File: config.mk
export PLATFORM = sky130hd
export DESIGN_NAME = pw_decode
export DESIGN_NICKNAME = d
export VERILOG_FILES = /design/src/rtl/pw_decode_pkg.sv /design/src/rtl/pw_window_match.sv /design/src/rtl/pw_region_decode.sv /design/src/rtl/pw_bus_steer.sv /design/src/rtl/pw_decode.sv
export SDC_FILE = /design/constraint.sdc
export NUM_CORES = 1
export LEC_CHECK = 0
export BUFFER_PORTS_ARGS = -buffer_cell sky130_fd_sc_hd__buf_4
export CAP_MARGIN = 10
export CORE_AREA = 2 2 39 41
export DETAILED_ROUTE_END_ITERATION = 16
export DIE_AREA = 0 0 41 43
export PLACE_DENSITY = 0.79
export SLEW_MARGIN = 10
export SYNTH_ARGS = -nofsm -noshare
export SYNTH_HDL_FRONTEND = slang
export SYNTH_SLANG_ARGS = --single-unit
export TNS_END_PERCENT = 5
File: constraint.sdc
create_clock -name vclk -period 1.2
set_input_delay 0.12 -clock vclk [all_inputs]
set_output_delay 0.12 -clock vclk [all_outputs]
set_load 0.01 [all_outputs]
File: src/rtl/pw_decode_pkg.sv
// Shared constants and types for the memory window decoder.
// Assumes a 20-bit bus and a window size that is a power of two.
package pw_decode_pkg;
    localparam int unsigned ADDR_W   = 20;
    localparam int unsigned SEL_W    = 3;
    localparam int unsigned WIN_LOG2 = 14;
    localparam logic [19:0] WIN_BASE = 20'hC0000;

    // Which device, if any, the current address falls on.
    typedef enum logic [1:0] {
        RGN_NONE  = 2'd0,
        RGN_FLASH = 2'd1,
        RGN_IDE   = 2'd2,
        RGN_RTC   = 2'd3
    } region_e;
endpackage

File: src/rtl/pw_window_match.sv
// Compares the upper address bits with the switch-selected window tag.
// Assumes BASE is aligned to 2**WIN_LOG2 and the window never wraps.
module pw_window_match #(
    parameter int unsigned ADDR_W   = 20,
    parameter int unsigned SEL_W    = 3,
    parameter int unsigned WIN_LOG2 = 14,
    parameter logic [ADDR_W-1:0] BASE = 20'hC0000
) (
    input  logic [ADDR_W-1:0]   addr,
    input  logic [SEL_W-1:0]    sel,
    input  logic                mem_cycle,
    output logic                hit,
    output logic [WIN_LOG2-1:0] offset
);
    localparam int unsigned TAG_W = ADDR_W - WIN_LOG2;
    localparam logic [TAG_W-1:0] BASE_TAG = BASE[ADDR_W-1:WIN_LOG2];

    logic [TAG_W-1:0] want_tag;

    // Window tag = base tag plus switch value; claim on a tag match.
    always_comb begin
        want_tag = BASE_TAG + TAG_W'(sel);
        hit      = mem_cycle && (addr[ADDR_W-1:WIN_LOG2] == want_tag);
        offset   = addr[WIN_LOG2-1:0];
    end
endmodule

File: src/rtl/pw_region_decode.sv
// Splits a window offset into flash, disk register and clock ranges.
// Assumes the register span 2**(IDE_SHIFT+IDE_IDX_W) is a multiple of
// the clock span 2**RTC_IDX_W, and both fit within the upper half.
module pw_region_decode
    import pw_decode_pkg::*;
#(
    parameter int unsigned WIN_LOG2  = 14,
    parameter int unsigned IDE_SHIFT = 3,
    parameter int unsigned IDE_IDX_W = 3,
    parameter int unsigned RTC_IDX_W = 4
) (
    input  logic                 hit,
    input  logic [WIN_LOG2-1:0]  offset,
    output region_e              region,
    output logic [IDE_IDX_W-1:0] ide_idx,
    output logic [RTC_IDX_W-1:0] rtc_idx
);
    localparam int unsigned HALF     = WIN_LOG2 - 1;
    localparam int unsigned IDE_SPAN = IDE_SHIFT + IDE_IDX_W;
    localparam int unsigned IDE_TW   = HALF - IDE_SPAN;
    localparam int unsigned RTC_TW   = HALF - RTC_IDX_W;
    localparam int unsigned RTC_TAG  = (1 << IDE_SPAN) >> RTC_IDX_W;

    logic in_ide;
    logic in_rtc;

    // Range tests within the upper half of the window.
    always_comb begin
        in_ide = offset[HALF] && (offset[HALF-1:IDE_SPAN] == IDE_TW'(0));
        in_rtc = offset[HALF] &&
                 (offset[HALF-1:RTC_IDX_W] == RTC_TW'(RTC_TAG));
    end

    // Region priority: lower half is flash, then registers, then clock.
    always_comb begin
        if (!hit)                region = RGN_NONE;
        else if (!offset[HALF])  region = RGN_FLASH;
        else if (in_ide)         region = RGN_IDE;
        else if (in_rtc)         region = RGN_RTC;
        else                     region = RGN_NONE;
    end

    // Register indices come straight from the address bits.
    always_comb begin
        ide_idx = offset[IDE_SPAN-1:IDE_SHIFT];
        rtc_idx = offset[RTC_IDX_W-1:0];
    end
endmodule

File: src/rtl/pw_bus_steer.sv
// Turns a decoded region into blanked chip selects, buffer control and
// the zero-padded clock read byte.
// Assumes the strobes and ale are already synchronous to the bus cycle.
module pw_bus_steer
    import pw_decode_pkg::*;
#(
    parameter int unsigned NIB_W  = 4,
    parameter int unsigned BYTE_W = 8
) (
    input  region_e           region,
    input  logic              ale,
    input  logic              memr_n,
    input  logic              memw_n,
    input  logic [NIB_W-1:0]  rtc_nib,
    output logic              flash_cs_n,
    output logic              ide_cs_n,
    output logic              rtc_cs_n,
    output logic              buf_en_n,
    output logic              buf_dir,
    output logic [BYTE_W-1:0] rtc_rd_byte
);
    localparam int unsigned N_DEV = 3;

    logic [N_DEV-1:0] sel_act;

    // One active-high select per device, blanked while ale is high.
    for (genvar g = 0; g < N_DEV; g++) begin : g_cs
        always_comb sel_act[g] = !ale && (region == region_e'(g + 1));
    end

    // Active-low chip selects.
    always_comb begin
        flash_cs_n = !sel_act[0];
        ide_cs_n   = !sel_act[1];
        rtc_cs_n   = !sel_act[2];
    end

    // Buffer opens for a decoded device during a memory strobe.
    always_comb begin
        buf_en_n = !((|sel_act) && (!memr_n || !memw_n));
        buf_dir  = !memr_n;
    end

    // Clock reads return the nibble with the upper bits held at zero.
    always_comb begin
        if (sel_act[2] && !memr_n)
            rtc_rd_byte = {{(BYTE_W-NIB_W){1'b0}}, rtc_nib};
        else
            rtc_rd_byte = '0;
    end
endmodule

File: src/rtl/pw_decode.sv
// Top of the memory window decoder: window match, region split and bus
// steering. Purely combinational; no clock or reset is needed.
module pw_decode
    import pw_decode_pkg::*;
(
    input  logic [19:0] addr,
    input  logic        memr_n,
    input  logic        memw_n,
    input  logic        io_sel,
    input  logic        ale,
    input  logic [2:0]  win_sel,
    input  logic [3:0]  rtc_nib,
    output logic        flash_cs_n,
    output logic        ide_cs_n,
    output logic        rtc_cs_n,
    output logic [2:0]  ide_a,
    output logic [3:0]  rtc_a,
    output logic        buf_en_n,
    output logic        buf_dir,
    output logic [7:0]  rtc_rd_byte
);
    logic                hit;
    logic [WIN_LOG2-1:0] offset;
    region_e             region;
    logic                mem_cycle;

    // Only memory-space cycles take part in the decode.
    always_comb mem_cycle = !io_sel;

    pw_window_match #(
        .ADDR_W  (ADDR_W),
        .SEL_W   (SEL_W),
        .WIN_LOG2(WIN_LOG2),
        .BASE    (WIN_BASE)
    ) u_match (
        .addr     (addr),
        .sel      (win_sel),
        .mem_cycle(mem_cycle),
        .hit      (hit),
        .offset   (offset)
    );

    pw_region_decode #(
        .WIN_LOG2 (WIN_LOG2),
        .IDE_SHIFT(3),
        .IDE_IDX_W(3),
        .RTC_IDX_W(4)
    ) u_region (
        .hit    (hit),
        .offset (offset),
        .region (region),
        .ide_idx(ide_a),
        .rtc_idx(rtc_a)
    );

    pw_bus_steer #(
        .NIB_W (4),
        .BYTE_W(8)
    ) u_steer (
        .region     (region),
        .ale        (ale),
        .memr_n     (memr_n),
        .memw_n     (memw_n),
        .rtc_nib    (rtc_nib),
        .flash_cs_n (flash_cs_n),
        .ide_cs_n   (ide_cs_n),
        .rtc_cs_n   (rtc_cs_n),
        .buf_en_n   (buf_en_n),
        .buf_dir    (buf_dir),
        .rtc_rd_byte(rtc_rd_byte)
    );
endmodule

======== Word-level counts from Yosys, hierarchy flattened ========
Cells that the tools add are included.
word-level totals
  flip-flop bits (word level) ............. 0
operators by class
  muxes and demuxes ....................... 5
  $add $sub $neg .......................... 1
  reductions and logical operators ........ 19
  eq/ne operators ......................... 5
operator list
  operator                                              number
  equality test 9 x 3 -> 1 bit (second input constant)  1
  logical AND 1 bit                                     8
  zero test 1 bit                                       8
  two-way mux 2 bit                                     4
  zero test 7 bit                                       1
  adder 5 x 4 -> 6 bit (first input constant)           1
  equality test 6 bit                                   1
  equality test 2 bit (second input constant)           2
  two-way mux 4 bit                                     1
  OR reduction 3 bit                                    1
  equality test 2 x 1 -> 1 bit (second input constant)  1
  logical OR 1 bit                                      1

======== Depth between registers and ports, before layout ========
  depth after elaboration ................. 11
  gate-level depth with buffers ........... 4
  depth with buffers taken out ............ 4

======== Modules after synthesis ========
Synthesis repeated with hierarchy kept, for this count alone.
unflattened totals
  cell total of the unflattened synthesis .. 52
  area, all modules ....................... 395.4 um2
by module, submodules not included
  module            sequential area each (um2)  cells an instance  area an instance (um2)  instances
  pw_window_match   0.0                         19                 146.4                   1
  pw_region_decode  0.0                         15                 133.9                   1
  pw_bus_steer      0.0                         17                 111.4                   1
  pw_decode         0.0                         1                  3.8                     1

======== Least setup slack after synthesis ========
OpenSTA, ideal clock, no wires.
  path type ............................... in2out
  start point ............................. input addr[11]
  end point ............................... output rtc_rd_byte[0]
  stages .................................. 4
  buffers on the path ..................... 0
  setup slack ............................. -0.285 ns
  arrival time ............................ 1.365 ns
  data required time ...................... 1.080 ns
  cells stage by stage .................... or4_4 -> nor3_4 -> nand4_4 -> nor3b_1
on the way
  word-level cells in the longest chain between the ends .. 10
  elaborated cells between the ends (all ways) .. 12
  classes of those cells .................. 2 x eq/ne; 5 x mux; 5 x reduce/logical
ends and longest elaborated chain
  what                          RTL line                source
  start, declared               pw_decode.sv:6          input logic [19:0] addr,
  equality test 9 x 3 -> 1 bit  pw_region_decode.sv:31  (offset[HALF-1:RTC_IDX_W] == RTC_TW'(RTC_TAG));
  logical AND 1 bit             pw_region_decode.sv:30  in_rtc = offset[HALF] &&
  two-way mux 2 bit             pw_region_decode.sv:39  else if (in_rtc) region = RGN_RTC;
  two-way mux 2 bit *           pw_region_decode.sv:38  else if (in_ide) region = RGN_IDE;
  two-way mux 2 bit *           pw_region_decode.sv:37  else if (!offset[HALF]) region = RGN_FLASH;
  two-way mux 2 bit *           pw_region_decode.sv:36  if (!hit) region = RGN_NONE;
  equality test 2 bit *         pw_bus_steer.sv:28      always_comb sel_act[g] = !ale && (region == region_e'(g + 1));
  logical AND 1 bit *           pw_bus_steer.sv:28
  logical AND 1 bit *           pw_bus_steer.sv:46      if (sel_act[2] && !memr_n)
  two-way mux 4 bit *           pw_bus_steer.sv:46
  end, declared                 pw_decode.sv:20         output logic [7:0] rtc_rd_byte
Mark *: on every way between the ends. The rest lies on a longest branch, timed or not.

======== Worst setup path after layout ========
  start point ............................. input addr[11]
  end point ............................... output buf_en_n
on the way
  word-level cells in the longest chain between the ends .. 11
  elaborated cells between the ends (all ways) .. 17
  classes of those cells .................. 4 x eq/ne; 4 x mux; 9 x reduce/logical
ends and longest elaborated chain
  what                                                                 RTL line                source
  equality test 9 x 3 -> 1 bit                                         pw_region_decode.sv:31
  logical AND 1 bit                                                    pw_region_decode.sv:30
  two-way mux 2 bit                                                    pw_region_decode.sv:39
  two-way mux 2 bit *                                                  pw_region_decode.sv:38
  two-way mux 2 bit *                                                  pw_region_decode.sv:37
  two-way mux 2 bit *                                                  pw_region_decode.sv:36
  equality test 2 x 1 -> 1 bit or equality test 2 bit (tied branches)  pw_bus_steer.sv:28
  logical AND 1 bit                                                    pw_bus_steer.sv:28
  OR reduction 3 bit *                                                 pw_bus_steer.sv:40      buf_en_n = !((|sel_act) && (!memr_n || !memw_n));
  logical AND 1 bit *                                                  pw_bus_steer.sv:40
  zero test 1 bit *                                                    pw_bus_steer.sv:40
  end, declared                                                        pw_decode.sv:18         output logic buf_en_n,
Marked as above.

==> impl_metrics.py <==
metrics = {
    "floorplan": {
        "ioPinCount": 51,
        "die_width_um": 41,
        "fp.dieH_um": 43,
        "initial_core_util_pct": 20.2,
        "core_um2": 1380,
        "die_area_um2": 1760,
        "rows": 14,
    },
    "global_route": {
        "track_usage_pct": 8.50,
        "antenna_found_initial": 0,
        "grt_overflow": 0,
        "grt_pass1_vias": 287,
        "grt_max_degree": 7,
        "grt_pass1_wl_um": 1120,
    },
    "critical_path": {
        "path_cells": "buf_6 > or4_4 > nor3_4 > nand2_1 > a221o_1 > buf_6",
        "cp.arrival_ns": 1.47,
        "crit_fanout": 3,
        "crit_family": "simple AND/OR/NAND/NOR gates",
        "cp_common_cell": "buf_6",
        "start_kind": "input port",
        "cpPeakStageDelay_ns": 0.53,
        "required_ns": 1.08,
        "cp_slowest_cell": "or4_4",
        "end_kind": "output pin",
        "worst-setup-path-type": "in -> out",
        "critPathBufInv": 2,
    },
    "layout": {
        "diodes": 0,
        "fin_cells": 84,
        "seqCellArea_um2": 0,
        "final_cell_mix": "39 x buf_4, 4 x nand2_1, 4 x nor3b_2, 4 x conb_1",
        "layout-drive-gt1-share_pct": 75.0,
        "design.seq.count": 0,
        "syn2layout_area_growth_pct": 106,
        "final_common_cell": "buf_4",
        "clkbuf_count": 0,
        "nNetsFinal": 101,
    },
    "place": {
        "place_congestion": 0.644,
        "port-buffer-count": 38,
        "dp.cells": 84,
    },
    "timing": {
        "max_freq_mhz": 630,
        "period_minus_slack_ns": 1.59,
        "final_hold_viol_count": 0,
        "post-route-period-util_pct": 132,
        "slew_violations": 0,
        "final.setup.worst_slack_ns": -0.388,
        "setup_violations": 8,
        "hold_ws_ns": 0.240,
        "rsz0062_at_grt": "yes",
    },
    "power": {
        "pwr_density_cell_nw_per_um2": 231,
        "p_leak_uw": 0.000283,
        "vdd_drop_max_v": 0.0000848,
    },
    "synth": {
        "synth.area.top_cells": "buf_4 30%, nor3b_1 11%, xor2_1 9.4%, nand4_4 7.6%, nor4_4 7.6%",
        "yosysTopAreaCell": "buf_4",
        "synth_top_area_share_pct": 29.6,
        "synth.distinct_cells": 16,
        "seq_area_frac_synth_pct": 0,
        "syn_avg_cell_area_um2": 8.21,
        "netlist_area_um2": 279,
        "yosys_warnings": 0,
        "synth_cells": 34,
    },
    "outcome": {
        "violations": "setup timing",
        "status": "finished, violations left",
    },
    "min_path": {
        "min_to": "rtc_a[2]",
        "holdCritPathClass": "in -> out",
        "hold_depth": 0,
        "min_from": "addr[2]",
    },
    "routing": {
        "drt.antenna.violating_nets": 0,
        "routed-via-count": 346,
        "drt-pass1-iter-count": 4,
        "drt_iter0_drc": 1,
        "post-route-drc-count": 0,
        "wire_per_inst_um": 9.25,
        "routed_wl_um": 777,
        "vias_per_cell": 4.12,
    },
    "job": {
        "cap_violations": 0,
    },
    "cts": {
        "cts_hold_buf": 0,
        "postCtsSetupBuffers": 0,
    },
}
through the flow:
step	total power, uW	util, %	cell area, um2	TNS (ns)	setup slack (ns)
3_3_place_gp	129	40.7	563	-2.47	-0.398
5_1_grt	145	41.5	574	-2.75	-0.452
3_5_place_dp	132	40.7	563	-2.56	-0.415
4_1_cts	134	41.5	574	-2.40	-0.394
2_1_floorplan	64.9	-	310	-1.03	-0.219
6_report	133	41.5	574	-2.26	-0.388
cells in the mapped netlist:
cell type / instances
nor3_2: 1
buf_4: 11
nor4_4: 1
nand2_1: 4
a221o_1: 1
nand4_4: 1
or2_1: 1
nor3_4: 1
nor3b_1: 4
inv_1: 1
conb_1: 1
nor3_1: 1
o21ai_0: 1
or4_4: 1
xor2_1: 3
nand4bb_1: 1
layer usage:
metal / up-vias / GRT usage (%) / wire (um)
met5: - / 0 / 0
met1: 141 / 9.21 / 232
met4: 0 / 0 / 0
met2: 33 / 16.6 / 370
met3: 0 / 1.57 / 174
li1: 172 / - / -
power by group:
part | total (uW) | switching [uW] | internal, uW
registers | 0 | 0 | 0
logic | 133 | 48.4 | 84.2
clock network | 0 | 0 | 0
final cells by class:
cell class / count / area, um2
fillers: 149 / 810
inverters: 1 / 3.75
multi-input cells: 25 / 224
well taps: 16 / 20.0
repair buffers: 42 / 327
timing repair:
| action | CTS | global route |
|---|---|---|
| pin swaps | 1 | 5 |
| resized for setup | 3 | 0 |
| setup endpoints to repair | 8 | 8 |
worst max-delay path by stage:
stage / slack (ns) / end / from / cells after the start
6_report: -0.39 / buf_en_n / addr[11] / 6
5_1_grt: -0.45 / rtc_rd_byte[2] / addr[11] / 6
4_1_cts: -0.39 / rtc_rd_byte[0] / addr[11] / 6
3_5_place_dp: -0.42 / rtc_rd_byte[0] / addr[11] / 6
3_3_place_gp: -0.40 / rtc_rd_byte[1] / addr[11] / 6
2_1_floorplan: -0.22 / rtc_rd_byte[0] / addr[11] / 4
cell families after synthesis:
family,count (synthesis),share of synthesized area [%]
simple gates,16,52.9
buf+inv,12,30.9
xor+xnor,3,9.42
compound gates,2,5.38
other cells,1,1.34
Power figures use the tool's default switching activity.
